### config.mk
export PLATFORM = sky130hd
export DESIGN_NAME = ea_unit
export DESIGN_NICKNAME = d
export VERILOG_FILES = /design/src/rtl/ea_pkg.sv /design/src/rtl/ea_ctrl.sv /design/src/rtl/ea_datapath.sv /design/src/rtl/ea_unit.sv
export SDC_FILE = /design/constraint.sdc
export NUM_CORES = 1
export LEC_CHECK = 0
export BUFFER_PORTS_ARGS = -buffer_cell sky130_fd_sc_hd__buf_2
export CORE_MARGIN = 4
export CORE_UTILIZATION = 45
export CTS_CLUSTER_DIAMETER = 150
export DETAILED_ROUTE_END_ITERATION = 16
export PLACE_DENSITY_LB_ADDON = 0.08
export SETUP_SLACK_MARGIN = 0.1
export SYNTH_ARGS = -nofsm -noshare
export SYNTH_HDL_FRONTEND = slang
export SYNTH_SLANG_ARGS = --single-unit
### constraint.sdc
create_clock -name clk -period 1.61 [get_ports clk]
set_clock_uncertainty 0.05 [all_clocks]
set_input_delay 0 -clock clk [delete_from_list [all_inputs] [get_ports clk]]
set_output_delay 0 -clock clk [all_outputs]
set_load 0.02 [all_outputs]
### src/rtl/ea_pkg.sv
package ea_pkg;

  typedef enum logic [2:0] {
    MODE_ABS     = 3'd0,
    MODE_REG     = 3'd1,
    MODE_DISP    = 3'd2,
    MODE_POSTINC = 3'd3,
    MODE_PREDEC  = 3'd4,
    MODE_INCDEF  = 3'd5,
    MODE_SCALED  = 3'd6,
    MODE_MEMIND  = 3'd7
  } amode_e;

  typedef struct packed {
    logic capture;     // latch operands and computed results
    logic issueNow;    // result complete without memory access
    logic issueDefer;  // start memory indirection
    logic finishDefer; // pointer arrived, take it as the address
  } eaStrobe_t;

  function automatic logic needsPointer(amode_e m);
    return (m == MODE_INCDEF) || (m == MODE_MEMIND);
  endfunction

  function automatic logic writesBase(amode_e m);
    return (m == MODE_POSTINC) || (m == MODE_PREDEC) || (m == MODE_INCDEF);
  endfunction

endpackage

### src/rtl/ea_ctrl.sv
module ea_ctrl
  import ea_pkg::*;
(
  input  logic      clk,
  input  logic      rstN,
  input  logic      reqValid,
  input  amode_e    reqMode,
  input  logic      ptrValid,
  output eaStrobe_t strobe,
  output logic      reqReady,
  output logic      eaValid,
  output logic      indReq,
  output logic      baseWe
);

  typedef enum logic {ST_IDLE, ST_WAIT} state_e;

  state_e stateQ;
  logic   pendUpdQ;
  logic   accept;

  assign reqReady = (stateQ == ST_IDLE);
  assign accept   = reqValid && reqReady;

  always_comb begin
    strobe             = '0;
    strobe.capture     = accept;
    strobe.issueNow    = accept && !needsPointer(reqMode);
    strobe.issueDefer  = accept && needsPointer(reqMode);
    strobe.finishDefer = (stateQ == ST_WAIT) && ptrValid;
  end

  always_ff @(posedge clk or negedge rstN) begin
    if (!rstN) begin
      stateQ   <= ST_IDLE;
      pendUpdQ <= 1'b0;
      eaValid  <= 1'b0;
      indReq   <= 1'b0;
      baseWe   <= 1'b0;
    end else begin
      eaValid <= strobe.issueNow || strobe.finishDefer;
      baseWe  <= (strobe.issueNow && writesBase(reqMode)) ||
                 (strobe.finishDefer && pendUpdQ);
      if (strobe.issueDefer) begin
        stateQ   <= ST_WAIT;
        indReq   <= 1'b1;
        pendUpdQ <= writesBase(reqMode);
      end else if (strobe.finishDefer) begin
        stateQ   <= ST_IDLE;
        indReq   <= 1'b0;
        pendUpdQ <= 1'b0;
      end
    end
  end

endmodule

### src/rtl/ea_datapath.sv
module ea_datapath
  import ea_pkg::*;
#(
  parameter int ADDR_W = 32,
  parameter int DISP_W = 16,
  parameter int SZ_W   = 2
) (
  input  logic              clk,
  input  logic              rstN,
  input  eaStrobe_t         strobe,
  input  amode_e            reqMode,
  input  logic [SZ_W-1:0]   sizeCode,
  input  logic [ADDR_W-1:0] baseVal,
  input  logic [ADDR_W-1:0] idxVal,
  input  logic [ADDR_W-1:0] constVal,
  input  logic [ADDR_W-1:0] ptrData,
  output logic [ADDR_W-1:0] eaAddr,
  output logic [ADDR_W-1:0] baseNew,
  output logic [ADDR_W-1:0] indAddr
);

  localparam int NUM_SIZES = 1 << SZ_W;
  localparam int EXT_W     = ADDR_W - DISP_W;

  logic [ADDR_W-1:0] dispExt;
  logic [ADDR_W-1:0] stepBytes;
  logic [ADDR_W-1:0] scaledIdx;
  logic [ADDR_W-1:0] incBase;
  logic [ADDR_W-1:0] decBase;
  logic [ADDR_W-1:0] eaNext;
  logic [ADDR_W-1:0] baseNext;
  logic [ADDR_W-1:0] shiftLane [NUM_SIZES];
  logic [ADDR_W-1:0] stepLane  [NUM_SIZES];

  // one pre-shifted lane per legal operand size
  for (genvar k = 0; k < NUM_SIZES; k++) begin : g_lane
    assign shiftLane[k] = idxVal << k;
    assign stepLane[k]  = ADDR_W'(1) << k;
  end

  assign scaledIdx = shiftLane[sizeCode];
  assign stepBytes = stepLane[sizeCode];
  assign dispExt   = {{EXT_W{constVal[DISP_W-1]}}, constVal[DISP_W-1:0]};
  assign incBase   = baseVal + stepBytes;
  assign decBase   = baseVal - stepBytes;

  always_comb begin
    baseNext = baseVal;
    case (reqMode)
      MODE_ABS:     eaNext = constVal;
      MODE_REG:     eaNext = baseVal;
      MODE_DISP:    eaNext = baseVal + dispExt;
      MODE_POSTINC: begin eaNext = baseVal; baseNext = incBase; end
      MODE_PREDEC:  begin eaNext = decBase; baseNext = decBase; end
      MODE_INCDEF:  begin eaNext = baseVal; baseNext = incBase; end
      MODE_SCALED:  eaNext = constVal + baseVal + scaledIdx;
      default:      eaNext = constVal;
    endcase
  end

  always_ff @(posedge clk or negedge rstN) begin
    if (!rstN) begin
      eaAddr  <= '0;
      baseNew <= '0;
      indAddr <= '0;
    end else if (strobe.capture) begin
      eaAddr  <= eaNext;
      baseNew <= baseNext;
      indAddr <= (reqMode == MODE_MEMIND) ? constVal : baseVal;
    end else if (strobe.finishDefer) begin
      eaAddr  <= ptrData;
    end
  end

endmodule

### src/rtl/ea_unit.sv
module ea_unit
  import ea_pkg::*;
#(
  parameter int ADDR_W = 32,
  parameter int DISP_W = 16
) (
  input  logic              clk,
  input  logic              rstN,
  input  logic              reqValid,
  output logic              reqReady,
  input  logic [2:0]        mode,
  input  logic [1:0]        sizeCode,
  input  logic [ADDR_W-1:0] baseVal,
  input  logic [ADDR_W-1:0] idxVal,
  input  logic [ADDR_W-1:0] constVal,
  input  logic              ptrValid,
  input  logic [ADDR_W-1:0] ptrData,
  output logic              eaValid,
  output logic [ADDR_W-1:0] eaAddr,
  output logic              baseWe,
  output logic [ADDR_W-1:0] baseNew,
  output logic              indReq,
  output logic [ADDR_W-1:0] indAddr
);

  eaStrobe_t strobe;
  amode_e    reqMode;

  assign reqMode = amode_e'(mode);

  ea_ctrl u_ctrl (
    .clk      (clk),
    .rstN     (rstN),
    .reqValid (reqValid),
    .reqMode  (reqMode),
    .ptrValid (ptrValid),
    .strobe   (strobe),
    .reqReady (reqReady),
    .eaValid  (eaValid),
    .indReq   (indReq),
    .baseWe   (baseWe)
  );

  ea_datapath #(.ADDR_W(ADDR_W), .DISP_W(DISP_W), .SZ_W(2)) u_dp (
    .clk      (clk),
    .rstN     (rstN),
    .strobe   (strobe),
    .reqMode  (reqMode),
    .sizeCode (sizeCode),
    .baseVal  (baseVal),
    .idxVal   (idxVal),
    .constVal (constVal),
    .ptrData  (ptrData),
    .eaAddr   (eaAddr),
    .baseNew  (baseNew),
    .indAddr  (indAddr)
  );

endmodule

**Yosys cells after proc, flatten, opt, wreduce, memory -nomap -nowiden**

Cells that the tools add are included.

- Multiplexer cells: 14
- $lt $le $gt $ge: 1
- Reduce and logical (&&, ||, !) cells: 16
- $add $sub $neg: 5
- Bitwise operators: 2
- Equality and inequality tests: 7

Operators by type and width:

| operator | number |
|---|---|
| $mux 32 | 7 |
| $add 32x32->32 | 4 |
| $bmux 32 s2 | 2 |
| $pmux 32 s4 | 1 |
| $pmux 32 s2 | 1 |
| $sub 32x32->32 | 1 |
| $eq 3x3->1 const B | 4 |
| $eq 3x2->1 const B | 2 |
| $logic_and 1x1->1 | 6 |
| $logic_or 1x1->1 | 5 |
| $reduce_bool 2->1 | 2 |
| $eq 3x1->1 const B | 1 |
| $ge 3x3->1 const B | 1 |
| $mux 1 | 3 |
| $not 2->3 | 1 |
| $reduce_or 3->1 | 1 |
| $reduce_or 2->1 | 1 |
| $logic_not 1->1 | 1 |
| $not 1->1 | 1 |

- Word-level logic and storage cells: 52
- Bits in registers: 100
- Output and inout bits: 100

**Depth between registers and ports, before layout**

- Depth after elaboration: 7
- Depth in mapped cells: 16

**Hierarchy**

Synthesis repeated with hierarchy kept, for this count alone.

- Cell total of the unflattened synthesis: 1399
- Area, all modules: 11785.1 sq um

By module, submodules not included:

| module | cells an instance | area an instance (sq um) | instances | seq. area each (sq um) |
|---|---|---|---|---|
| ea_datapath | 1379 | 11579.9 | 1 | 2402.3 |
| ea_ctrl | 20 | 205.2 | 1 | 100.1 |

**Worst setup path after synthesis**

OpenSTA, ideal clock, no wires.

- Path kind: input -> register
- Start point: input port sizeCode[0]
- End point: register u_dp.eaAddr[26]
- Buffers on the path: 2
- Setup slack: -2627 ps
- Arrival: 4053 ps
- Setup time: 134 ps
- Stages on the path: 13
- Required time: 1426 ps
- Path through: clkbuf_1 -> buf_1 -> mux4_2 -> fa_1 -> ha_1 -> or4_1 -> o31a_1 -> a31oi_1 -> o21ai_1 -> and3_1 -> mux2i_1 -> a221oi_1 -> a21oi_1

- Longest elaborated chain between the ends: 7

RTL lines:

| what | line | text |
|---|---|---|
| start: declaration | ea_unit.sv:12 | `input logic [1:0] sizeCode,` |
| $not 2->3 (not written as such) (*) | ea_datapath.sv:41, ea_datapath.sv:42 |  |
| $bmux 32 s2, on equally long branches | ea_datapath.sv:41, ea_datapath.sv:42 |  |
| $mux 32, on equally long branches (2 in series) | ea_datapath.sv:41, ea_datapath.sv:42 |  |
| $add 32x32->32 / $sub 32x32->32 (equally long branches) | ea_datapath.sv:56, ea_datapath.sv:45 |  |
| $pmux 32 s4 (*) | ea_datapath.sv:49 | `case (reqMode)` |
| $mux 32 (*) | ea_datapath.sv:66 | `end else if (strobe.capture) begin` |
| end signal: assignment | ea_datapath.sv:67 | `eaAddr <= eaNext;` |
| end signal: assignment | ea_datapath.sv:71 | `eaAddr <= ptrData;` |
| end: declaration | ea_datapath.sv:17 | `output logic [ADDR_W-1:0] eaAddr,` |

Every way passes the cells marked *; elsewhere a longest branch is shown, timed or not. The select of a mux whose other input is x is not followed.
A chain may end at the register's enable or synchronous reset.

**Final worst setup path**

- Start point: input port sizeCode[0]
- End point: register u_dp.eaAddr[25]

Same word-level chain as after synthesis.

==> flow_summary.yaml <==
yosys:
  synth_top_area_share_pct: 21.3
  ys.flop_type: "dfrtp_1"
  synth.largest_area_cell: "dfrtp_1"
  synth-seq-cells: 100
  synth_edf_count: 0
  syn_inst: 1477
  synthTopCellsByArea: "dfrtp_1 (21%), ha_1 (7.3%), nand2_1 (6.8%)"
  synthesis.nets: 1718
  synthesis.area_mm2: 0.0118
  synth_cell_types: 73
  async_flop_share_pct: 100
  avgSynthCellArea_um2: 7.97
  yosysWarnings: 0
  yosysSeqAreaShare_pct: 21.3
detailed_routing:
  viasPerCell: 6.07
  drt_wl_total_um: 55500
  drtIter0Drc: 1452
  dr.pass1.iters: 6
  vias: 14900
  ant_nets: 0
  wl_per_cell_um: 22.6
  drc_errors: 0
grt:
  grt_overflow: 0
  grt_max_degree: 51
  grt_pass1_wl_um: 82800
  grtUsageTotal_pct: 36.8
  first_global_vias: 14400
  antenna_found_initial: 0
final_layout:
  stdcell_count: 2453
  drive_above_1_share_pct: 46.7
  antenna_cells: 0
  area_delta_synth_final_pct: 60.9
  final_core_util_pct: 74.3
  final_nets: 2359
  design_area_mm2: 0.0189
worst_setup_path:
  crit_type: "input pin to register"
  cp.arrival_ns: 3.45
  r2r_cells: 7
  critPathLaunch: "sizeCode[0]"
  cp.required_ns: 1.85
  path_max_fanout: 6
  startpoint_type: "input pin"
  endpoint_kind: "register"
  r2r-start: "u_ctrl.indReq"
clocking:
  clock_sinks: 100
  clkLatencyLatePin_ns: 0.36
  h-tree-depth: 3
  clk_pin_slew_ns: 0.10
  numCtsBuffers: 9
  cts_max_path_buffers: 2
  root_buffer: "clkbuf_16"
  cts_tree: "built"
worst_hold_path:
  min_from: "constVal[7]"
  hold_depth: 3
  hold_class: "input pin to register"
floorplanning:
  die_area_mm2: 0.0288
  fp.coreArea_mm2: 0.0255
  initial_utilization_pct: 46.2
  fp-row-count: 58
  die_h_um: 170
  ios: 237
  dieWidth_um: 170
power_and_ir_drop:
  total_power_mw: 15.0
  p_leak_nw: 8.80
  irDropWorstVdd_mv: 0.524
  powerDensity_mw_per_mm2: 794
timing:
  fin_crit_ns: 3.21
  fin_hold_ws_ns: 0.0216
  setup_tns_ns: -62.11
  worst_slack_ns: -1.60
  finalHoldViolations: 0
  fmax_ghz: 0.311
  relSlewSlack_pct: 58.5
  slew_viol_final: 0
  period_share_pct: 200
  setup_viol: 62
  tightestPinTransition_ns: 0.615
  rsz0062_at_grt: "true"
placement:
  post_dp_cell_area_mm2: 0.0166
  pre_cts_slack_ns: -2.07
  gp_congestion: 1.02
  hpwl_um: 43400
  dp.cells: 2371
  io_buffers: 236
status:
  failed_checks: "setup timing"
  status: "finished with violations"
run:
  cap_violations: 0
-- path summary, 6_finish.rpt --
check	endpoint	slack (ns)
min reg2reg	u_dp.baseNew[31]	0.42
max	u_dp.eaAddr[25]	-1.60
min in group asynchronous	u_dp.baseNew[7]	0.03
min	u_dp.indAddr[7]	0.02
max reg2reg	u_dp.eaAddr[28]	-0.35
max in group asynchronous	u_ctrl.indReq	0.89
-- where the power goes --
part	internal, mW	leakage (nW)	total, mW	switching [mW]
Clock	1.09	0.141	2.31	1.22
Combinational	4.37	7.46	9.48	5.12
Sequential	2.95	1.20	3.24	0.297
-- state kept, by name (all words and copies together), names as in the netlist --
signal,cells
u_dp.eaAddr,32
u_dp.indAddr,32
u_dp.baseNew,32
u_ctrl.pendUpdQ,1
u_ctrl.indReq,1
u_ctrl.eaValid,1
u_ctrl.baseWe,1
-- placed cells by master, fill, tap and decap left out, types with 13 or more instances in the layout --
master and instances:
a21o_1 30, a21oi_1 78, a21oi_2 30, a31oi_1 28
and3_1 14, buf_2 233, buf_4 417, buf_6 54
dfrtp_1 99, dlygate4sd3_1 25, fa_1 31, ha_1 48
ha_4 15, inv_1 23, mux2i_1 43, mux4_2 28
nand2_1 189, nand2_2 14, nand3_1 22, nand4_1 15
nor2_1 90, nor3_1 13, o21a_1 13, o21ai_0 96
o21ai_1 49, o21ai_2 17, o31ai_1 22, xnor2_1 33
xor2_1 34
-- worst max-delay path, stage by stage --
cell and delay [ns]:
buf_8 0.09, buf_16 0.12, mux4_2 0.50, fa_1 0.45, ha_2 0.20, or4_4 0.54
o21bai_4 0.20, nand3_2 0.08, o211ai_1 0.14, o21ai_2 0.30, buf_4 0.17, buf_4 0.10
o31ai_1 0.06, xor2_1 0.18, nand2_1 0.13, a21oi_1 0.16
-- logic make-up (layout without fill, tap and decap cells) --
family                   count (synthesis)  in the layout  synth area share [%]
AO/OA/AOI/OAI                          503            503                  26.4
AND/OR/NAND/NOR                        469            469                  18.6
multiplexers                            74             74                  9.28
adder cells (fa/ha/maj)                104            104                  13.3
buffers and inverters                  143            789                  4.86
flip-flops                             100            100                  21.3
XOR/XNOR                                84             84                  6.25
-- cell usage after synthesis (5+ instances only) --
| cell | number |
|---|---|
| a211oi_1 | 15 |
| a21o_1 | 30 |
| a21oi_1 | 112 |
| a221oi_1 | 8 |
| a22oi_1 | 8 |
| a31oi_1 | 37 |
| and2_1 | 8 |
| and3_1 | 17 |
| buf_1 | 9 |
| clkbuf_1 | 98 |
| dfrtp_1 | 100 |
| fa_1 | 35 |
| ha_1 | 69 |
| inv_1 | 27 |
| mux2i_1 | 45 |
| mux4_2 | 28 |
| nand2_1 | 213 |
| nand2b_1 | 12 |
| nand3_1 | 27 |
| nand4_1 | 15 |
| nor2_1 | 103 |
| nor2b_1 | 9 |
| nor3_1 | 16 |
| nor3b_1 | 6 |
| nor4_1 | 9 |
| o2111ai_1 | 5 |
| o211ai_1 | 11 |
| o21a_1 | 15 |
| o21ai_0 | 157 |
| o21ai_1 | 6 |
| o21bai_1 | 9 |
| o221ai_1 | 12 |
| o22ai_1 | 16 |
| o31ai_1 | 24 |
| or3_1 | 8 |
| or4_1 | 6 |
| xnor2_1 | 47 |
| xor2_1 | 37 |
-- layer usage --
layer / share of wire (%) / up-vias / global-route usage [%]
met5: 0 / - / 0
met4: 2.4 / 0 / 7.98
met3: 12 / 137 / 7.43
met2: 43 / 851 / 55.1
met1: 43 / 7185 / 55.2
li1: - / 6719 / -
-- cell type report --
type / instances / area [µm²]
sequential: 100 / 2500
multi-input combinational: 1234 / 10200
clock buffer: 10 / 229
inverter: 28 / 110
fill: 2001 / 6540
tap: 330 / 413
clock inverter: 6 / 57.6
timing repair buffer: 745 / 5460
-- repair_timing --
| item | CTS | global route |
|---|---|---|
| hold endpoints to repair | 121 | 0 |
| endpoints found under the setup margin | 63 | 67 |
| resized for setup | 207 | 140 |
| pin swaps | 134 | 125 |
| cloned | 1 | 0 |
| buffers inserted | 33 | 27 |
| hold buffers | 25 | 0 |
No activity file was read; power rests on OpenSTA's default activity.
